[src/rtl/word_div_pkg.sv]
package word_div_pkg;

  typedef struct packed {
    logic lt;
    logic gt;
    logic eq;
  } div_cond_t;

endpackage

[src/rtl/div_screen.sv]
module div_screen #(
  parameter int WIDTH = 32
) (
  input  logic [WIDTH-1:0] num,
  input  logic [WIDTH-1:0] den,
  input  logic             is_signed,
  output logic             bad_div,
  output logic [WIDTH-1:0] bad_quo,
  output logic [WIDTH-1:0] num_mag,
  output logic [WIDTH-1:0] den_mag,
  output logic             flip_sign
);
  localparam logic [WIDTH-1:0] MOST_NEG = {1'b1, {(WIDTH-1){1'b0}}};
  localparam logic [WIDTH-1:0] ALL_ONES = {WIDTH{1'b1}};

  function automatic logic [WIDTH-1:0] f_mag(input logic [WIDTH-1:0] v, input logic sgn);
    return (sgn && v[WIDTH-1]) ? (~v + 1'b1) : v;
  endfunction

  function automatic logic f_illegal(input logic [WIDTH-1:0] a, input logic [WIDTH-1:0] b,
                                     input logic sgn);
    return (b == '0) || (sgn && a == MOST_NEG && b == ALL_ONES);
  endfunction

  always_comb begin
    bad_div   = f_illegal(num, den, is_signed);
    bad_quo   = (is_signed && den == '0) ? {WIDTH{num[WIDTH-1]}} : '0;
    num_mag   = f_mag(num, is_signed);
    den_mag   = f_mag(den, is_signed);
    flip_sign = is_signed && (num[WIDTH-1] ^ den[WIDTH-1]);
  end
endmodule

[src/rtl/div_restore.sv]
module div_restore #(
  parameter int WIDTH = 32
) (
  input  logic             clk,
  input  logic             rst_n,
  input  logic             load,
  input  logic [WIDTH-1:0] num_mag,
  input  logic [WIDTH-1:0] den_mag,
  output logic             running,
  output logic             final_step,
  output logic [WIDTH-1:0] quo_next
);
  localparam int CW = $clog2(WIDTH + 1);
  localparam logic [CW-1:0] LAST = CW'(WIDTH - 1);

  logic [WIDTH-1:0] part_rem, shreg, den_r;
  logic [CW-1:0]    step_cnt;
  logic [WIDTH-1:0] rem_next;

  function automatic logic [2*WIDTH-1:0] f_step(input logic [WIDTH-1:0] r,
                                               input logic [WIDTH-1:0] q,
                                               input logic [WIDTH-1:0] d);
    logic [WIDTH:0] trial;
    trial = {r, q[WIDTH-1]} - {1'b0, d};
    if (!trial[WIDTH])
      return {trial[WIDTH-1:0], q[WIDTH-2:0], 1'b1};
    else
      return {r[WIDTH-2:0], q[WIDTH-1], q[WIDTH-2:0], 1'b0};
  endfunction

  always_comb begin
    {rem_next, quo_next} = f_step(part_rem, shreg, den_r);
    final_step           = running && (step_cnt == LAST);
  end

  always_ff @(posedge clk) begin
    if (!rst_n) begin
      running  <= 1'b0;
      step_cnt <= '0;
      part_rem <= '0;
      shreg    <= '0;
      den_r    <= '0;
    end else if (load) begin
      running  <= 1'b1;
      step_cnt <= '0;
      part_rem <= '0;
      shreg    <= num_mag;
      den_r    <= den_mag;
    end else if (running) begin
      part_rem <= rem_next;
      shreg    <= quo_next;
      step_cnt <= step_cnt + 1'b1;
      if (final_step) running <= 1'b0;
    end
  end

  assert_step_bound_R1: assert property (@(posedge clk) disable iff (!rst_n)
    running |-> (step_cnt < CW'(WIDTH)));
  assert_load_idle_R9: assert property (@(posedge clk) disable iff (!rst_n)
    load |-> !running);
endmodule

[src/rtl/word_divider.sv]
module word_divider #(
  parameter int WIDTH = 32
) (
  input  logic             clk,
  input  logic             rst_n,
  input  logic             start,
  input  logic [WIDTH-1:0] dividend,
  input  logic [WIDTH-1:0] divisor,
  input  logic             signed_op,
  input  logic             ovf_en,
  input  logic             rec_en,
  input  logic             so_in,
  output logic             busy,
  output logic             done,
  output logic [WIDTH-1:0] quotient,
  output logic             ov_wr,
  output logic             ov_val,
  output logic             so_set,
  output logic             cr0_wr,
  output logic [3:0]       cr0
);
  import word_div_pkg::*;

  logic             accept, accept_bad, accept_good;
  logic             bad_div, flip_sign;
  logic [WIDTH-1:0] bad_quo, num_mag, den_mag, quo_next;
  logic             running, final_step;
  logic             neg_l, ovf_l, rec_l;
  div_cond_t        cond_q;

  function automatic logic [WIDTH-1:0] f_apply_sign(input logic [WIDTH-1:0] m, input logic neg);
    return neg ? (~m + 1'b1) : m;
  endfunction

  function automatic div_cond_t f_cond(input logic [WIDTH-1:0] q);
    div_cond_t c;
    c.lt = q[WIDTH-1];
    c.eq = (q == '0);
    c.gt = !q[WIDTH-1] && (q != '0);
    return c;
  endfunction

  div_screen #(.WIDTH(WIDTH)) u_screen (
    .num(dividend), .den(divisor), .is_signed(signed_op),
    .bad_div(bad_div), .bad_quo(bad_quo),
    .num_mag(num_mag), .den_mag(den_mag), .flip_sign(flip_sign)
  );

  assign accept      = start && !running;
  assign accept_bad  = accept && bad_div;
  assign accept_good = accept && !bad_div;

  div_restore #(.WIDTH(WIDTH)) u_core (
    .clk(clk), .rst_n(rst_n), .load(accept_good),
    .num_mag(num_mag), .den_mag(den_mag),
    .running(running), .final_step(final_step), .quo_next(quo_next)
  );

  always_ff @(posedge clk) begin
    if (!rst_n) begin
      done     <= 1'b0;
      quotient <= '0;
      ov_wr    <= 1'b0;
      ov_val   <= 1'b0;
      so_set   <= 1'b0;
      cr0_wr   <= 1'b0;
      cond_q   <= '0;
      neg_l    <= 1'b0;
      ovf_l    <= 1'b0;
      rec_l    <= 1'b0;
    end else begin
      done   <= 1'b0;
      ov_wr  <= 1'b0;
      so_set <= 1'b0;
      cr0_wr <= 1'b0;
      if (accept_good) begin
        neg_l <= flip_sign;
        ovf_l <= ovf_en;
        rec_l <= rec_en;
      end
      if (accept_bad) begin
        done     <= 1'b1;
        quotient <= bad_quo;
        ov_wr    <= ovf_en;
        ov_val   <= 1'b1;
        so_set   <= ovf_en;
        cr0_wr   <= rec_en;
        cond_q   <= f_cond(bad_quo);
      end else if (final_step) begin
        done     <= 1'b1;
        quotient <= f_apply_sign(quo_next, neg_l);
        ov_wr    <= ovf_l;
        ov_val   <= 1'b0;
        cr0_wr   <= rec_l;
        cond_q   <= f_cond(f_apply_sign(quo_next, neg_l));
      end
    end
  end

  assign busy = running;
  assign cr0  = {cond_q.lt, cond_q.gt, cond_q.eq, so_in | so_set};

  assert_done_idle_R9: assert property (@(posedge clk) disable iff (!rst_n)
    done |-> !busy);
  assert_hold_busy_R9: assert property (@(posedge clk) disable iff (!rst_n)
    (busy && !final_step) |=> busy);
  assert_quick_bad_R5: assert property (@(posedge clk) disable iff (!rst_n)
    accept_bad |=> (done && !busy));
  assert_ov_strobe_R6: assert property (@(posedge clk) disable iff (!rst_n)
    ov_wr |-> done);
  assert_so_with_ov_R7: assert property (@(posedge clk) disable iff (!rst_n)
    so_set |-> (ov_wr && ov_val));
  assert_cr0_onehot_R8: assert property (@(posedge clk) disable iff (!rst_n)
    cr0_wr |-> ($onehot(cr0[3:1]) && done));
endmodule

[config.mk]
export PLATFORM = sky130hd
export DESIGN_NAME = word_divider
export DESIGN_NICKNAME = d
export VERILOG_FILES = /design/src/rtl/word_div_pkg.sv /design/src/rtl/div_screen.sv /design/src/rtl/div_restore.sv /design/src/rtl/word_divider.sv
export SDC_FILE = /design/constraint.sdc
export NUM_CORES = 1
export LEC_CHECK = 0
export BUFFER_PORTS_ARGS = -buffer_cell sky130_fd_sc_hd__buf_2
export CAP_MARGIN = 10
export CORE_ASPECT_RATIO = 0.75
export CORE_MARGIN = 2
export CORE_UTILIZATION = 66
export DETAILED_ROUTE_END_ITERATION = 10
export GPL_ROUTABILITY_DRIVEN = 0
export PLACE_DENSITY = 0.88
export SETUP_SLACK_MARGIN = 0.2
export SLEW_MARGIN = 5
export SYNTH_ARGS = -nofsm -noshare
export SYNTH_HDL_FRONTEND = slang
export SYNTH_HIERARCHICAL = 1
export SYNTH_SLANG_ARGS = --single-unit
export TNS_END_PERCENT = 20
[constraint.sdc]
create_clock -name clk -period 10.7 [get_ports clk]
set_input_delay 0.535 -clock clk [delete_from_list [all_inputs] [get_ports clk]]
set_output_delay 0.535 -clock clk [all_outputs]
set_load 0.05 [all_outputs]
# Word level (Yosys, flattened, before mapping)
# Index checks and enable logic that the tools add are counted.
# word_totals
register_bits,146
inputBits,71
wordCells,79
# op_classes
n_addsub,5
eq_ne,3
n_mux,22
n_bitwise,6
n_reduce_logical,26
# op_table
cell,count
$mux W32,8
$add A32 B1 Y32 const B,3
$logic_not A32 Y1,3
$not A32 Y32,3
$eq A32 B32 Y1 const B,2
$mux W64,1
$reduce_bool A32 Y1,2
$sub A33 B32 Y33,1
$logic_and A1 B1 Y1,12
$mux W1,11
$add A6 B1 Y6 const B,1
$eq A6 B5 Y1 const B,1
$mux W3,2
$logic_not A1 Y1,4
$reduce_bool A2 Y1,2
$reduce_and A2 Y1,1
$reduce_or A2 Y1,1
$logic_or A1 B1 Y1,1
$not A1 Y1,1
$or A1 B1 Y1,1
$xor A1 B1 Y1,1

# Longest topological paths before layout
# depth
depth_word,9
ltp_mapped,23
ltp_nobuf,22

# By module
# The synthesis kept the hierarchy.
# by_module_without_submodules
module,n_inst,cells_each,area_per_inst_um2,seq_area_each_um2
div_restore,1,753,6367.4,2062.0
word_divider,1,414,3155.5,840.8
div_screen,1,269,1808.0,0.0

# Worst setup path before layout
# No wires, ideal clock.
# synth_timing
kind,input port to flip-flop
startpoint,in divisor[1]
endpoint,reg cond_q (netlist bit cr0[1])
setup_ns,0.114
arrival_ns,5.109
t_required_ns,10.586
slack_ns,5.477
path_stages,14
n_path_buf,2
cell_sequence,inv_1 > ha_1 > or3b_2 > clkbuf_1 > nor2_1 > nand3_1 > nor4_1 > buf_4 > nor4_1 > nand4_1 > nor2_1 > nand3_1 > nand2_1 > a21o_1
# synth_via
elab_chain_len,5
# synth_lines
item,line,source
"start, declared",word_divider.sv:8,"input logic [WIDTH-1:0] divisor,"
$logic_not A32 Y1,div_screen.sv:27,bad_quo = (is_signed && den == '0) ? {WIDTH{num[WIDTH-1]}} : '0;
$logic_and A1 B1 Y1,div_screen.sv:27,
$mux W32,div_screen.sv:27,
net bad_quo[0],word_divider.sv:26,"logic [WIDTH-1:0] bad_quo, num_mag, den_mag, quo_next;"
$logic_not A32 Y1,word_divider.sv:38,c.eq = (q == '0);
$mux W3,word_divider.sv:81,if (accept_bad) begin
"end signal, assigned",word_divider.sv:88,cond_q <= f_cond(bad_quo);
"end signal, assigned",word_divider.sv:95,"cond_q <= f_cond(f_apply_sign(quo_next, neg_l));"
"end, declared",word_divider.sv:29,div_cond_t cond_q;
# The timed path passes the listed nets, and every way through them passes these cells.
# A chain may end at the register's enable or synchronous reset.

# Worst setup path in the final report
# layout_timing
startpoint,reg u_core.shreg[31]
endpoint,reg cond_q (netlist bit cr0[2])
# layout_via
elab_chain_len,9
# layout_lines
item,line,source
"start, declared",div_restore.sv:16,"logic [WIDTH-1:0] part_rem, shreg, den_r;"
"start signal, assigned",div_restore.sv:47,shreg <= num_mag;
"start signal, assigned",div_restore.sv:51,shreg <= quo_next;
$sub A33 B32 Y33 *,div_restore.sv:24,"trial = {r, q[WIDTH-1]} - {1'b0, d};"
$mux W64 *,div_restore.sv:25,if (!trial[WIDTH])
net quo_next[0],word_divider.sv:26,
$not A32 Y32,word_divider.sv:32,return neg ? (~m + 1'b1) : m;
$add A32 B1 Y32,word_divider.sv:32,
$mux W32 *,word_divider.sv:32,
$reduce_bool A32 Y1 or $logic_not A1 Y1 (tied branches),word_divider.sv:39,c.gt = !q[WIDTH-1] && (q != '0);
$logic_and A1 B1 Y1 *,word_divider.sv:39,
$mux W3 *,word_divider.sv:89,end else if (final_step) begin
$mux W3 *,word_divider.sv:81,
# Mark *: on every way through the listed nets, which the timed path passes. The rest lies on a longest branch. The select of a mux whose other input is x is not followed.

==> metrics <==
outcome=complete, no violations; number of fill cells in the layout=1,298; Routed Antenna Nets=0; Synth async-reset ratio=0%; Lkg Pwr=between 5 and 6 nW; Post-synth EDFFs=0; Avg Inst Size Synth=7.89 um^2; Clock Sinks=145; Area growth, synth to finish=5.43%; vias in the first global route=9,256; Post-Syn Nets=roughly 1,500; initial core utilization=between 60% and 70%; Worst-path clk slew=0.06 ns; CTS Root Cell=clkbuf_16; DR vias/cell=6.40; Worst EP required=11.02 ns; synth unique cells=just over 80; unrepaired setup endpoints after global routing=false; final core utilization=between 70% and 80%; initial antenna violation count=0; wire length per cell=17.7 um; most common cell after layout, fill and taps aside=dfxtp_1; Setup WS post-layout=a little over 5 ns; relative slew slack=approximately a quarter; crit path launch type=flip-flop; register area share after synthesis=25.6%; Slew @ Worst Pin=around 1.1 ns; CTS Buffer Depth=2; htree depth=4; CP Max Fanout=36; # DRC=0; CTS Hold Bufs=0; synthesized flop and latch total=roughly 150; final net count=1,524; Tightest Hold Check Type=input pin to flip-flop; Total Wirelength=29.1 mm; ys flop type=dfxtp_1; slowest stage delay, CP=between 0.4 and 0.5 ns; slowest CP cell=or3b_2; die height=~120 um; critical path class=flip-flop to flip-flop; skew final=0.00900 ns; pre-CTS setup slack=5.31 ns; routed via count=~11,000; Die W=155 um; Synth top area share=about a quarter; TritonCTS clock tree=done; clk_lat worst skew=0.43 ns; share of layout cells above drive strength 1=13.3%; Synth Warn #=6; first-pass GRT wire length=47.0 mm; number of diodes=0; Syn Std Cell Area=roughly 11,000 um^2; num ports=roughly 110; Max Cap Viol=0; final setup fails=0; Final Slew Violations=0; hold_ws=roughly 0.37 ns; initial DRC count=1,522; row cnt=41; Data arrival, critical path=5.84 ns; Worst setup EP type=flip-flop; total negative slack=0 ns; most frequent cells in the layout=144 x dfxtp_1, 124 x nand2_1, 112 x buf_2, 97 x nor2_1, 96 x a21oi_1; total core area=16,800 um^2; First-pass DRT Iterations=6; post-CTS setup buffers=0; Tcrit/Tclk final=between 50% and 60%; post-cts resize count=0; biggest area consumer among synthesized cells=dfxtp_1; Fmax=181 MHz; Final Hold Viols=0; Storage cell area=2910 um^2; pin count of the biggest net entering global routing=between 100 and 150; crit path time final=5.52 ns; TritonCTS Buffers=17; die area=18,200 um^2; Synth Instances=1,436; synth top area cells=dfxtp_1 26%, mux2i_1 6.4%, xor2_1 5.6%; PwrDens=154 nW/um^2; GRT Total Usage=31.6%; crit-path cells=inv_1, ha_1, fa_1, nand2b_1, a21oi_2, o2111a_2, o21ai_2, a21oi_2, o21ai_2, o21ai_4, xnor2_2, buf_4, inv_2, inv_1, ha_1, or3b_2, nor3b_1, a211oi_1, nand4_1, nor4b_1, o2111ai_1, and4b_1, o21ai_1; PortBufs=112; Detail Placement HPWL=20.5 mm; multi-input combinational cell area=7350 um^2; GRT overflow=0; maximum VDD drop=around 0.00014 V; Tot Pwr=1.84 mW; reg2reg setup slack=5.18 ns
[final timing paths]
kind | start | endpoint | depth (start not counted)
worst max-delay path | u_core/shreg[31] | cr0[2] | 23
worst min-delay path | ovf_en | so_set | 2
worst max register to register | u_core/shreg[31] | cr0[2] | 23
worst min register to register | ovf_l | ov_wr | 2
[flip-flops by register name, indices dropped and copies added, names as in the netlist]
register,flops
u_core/step_cnt,6
u_core/shreg,32
quotient,32
ov_wr,1
u_core/part_rem,32
ovf_l,1
neg_l,1
cr0,2
so_set,1
ov_val,1
u_core/running,1
done,1
rec_l,1
cr0_wr,1
u_core/den_r,32
[synth_stat cells, drive strengths merged (15+ instances only)]
cell type and instances:
a31oi 43, a211oi 36, dfxtp 145, o21ai 59, nand2 125, a21oi 98
mux2i 73, o211a 32, xor2 73, nor2 97, buf 91, inv 54
or4 15, clkbuf 70, nand4 27, nor4 32, a21o 16, nor2b 71
nand3 22, ha 37, nor3 32, xnor2 49
[layout make-up]
type | count | share of cell area (%)
Multi-Input combinational cell | 1075 | 61.5
Inverter | 55 | 1.73
Clock inverter | 11 | 1.07
Tap cell | 215 | 2.25
Sequential cell | 145 | 24.3
Timing Repair Buffer | 121 | 5.26
Clock buffer | 20 | 3.83
[kinds of logic after synthesis]
group                      count (synthesis)  synth area share [%]
and+or+nand+nor                          485                  22.8
muxes                                     74                  6.55
adders and majority gates                 38                  4.26
DFF                                      145                  25.6
buffers and inverters                    216                  9.68
AOI/OAI and AO/OA                        356                  21.6
xor gates and xnor gates                 122                  9.50
[critical path, delay by kind of cell, from the launching register on]
kind                     cells  cell delay [ns]
AO/OA/AOI/OAI                9             1.43
buffers and inverters        4             0.96
adder cells (fa/ha/maj)      3             0.91
AND/OR/NAND/NOR              6             1.62
flip-flops                   1             0.34
XOR/XNOR                     1             0.13
[per-stage QoR]
stage                     cell area, um^2  std cells
after floorplan                     11300       1436
after global placement              11400       1611
after detailed placement            11400       1611
after CTS                           11900       1642
after global routing                11900       1642
final                               11900       1642
[metal layers]
metal	routed length, um	track usage, %	share of wire [%]
met1	13900	48.8	48
met2	11900	45.0	41
met3	2970	6.08	10
met4	320	7.22	1.1
met5	0	0	0
[power by group]
part / internal [mW] / total (mW) / leakage, nW / switching (mW)
Sequential: 0.572 / 0.623 / 1.19 / 0.0505
Combinational: 0.242 / 0.618 / 3.55 / 0.377
Clock: 0.357 / 0.600 / 0.278 / 0.243
Total: 1.17 / 1.84 / 5.01 / 0.670
(Power assumes the default switching activity.)
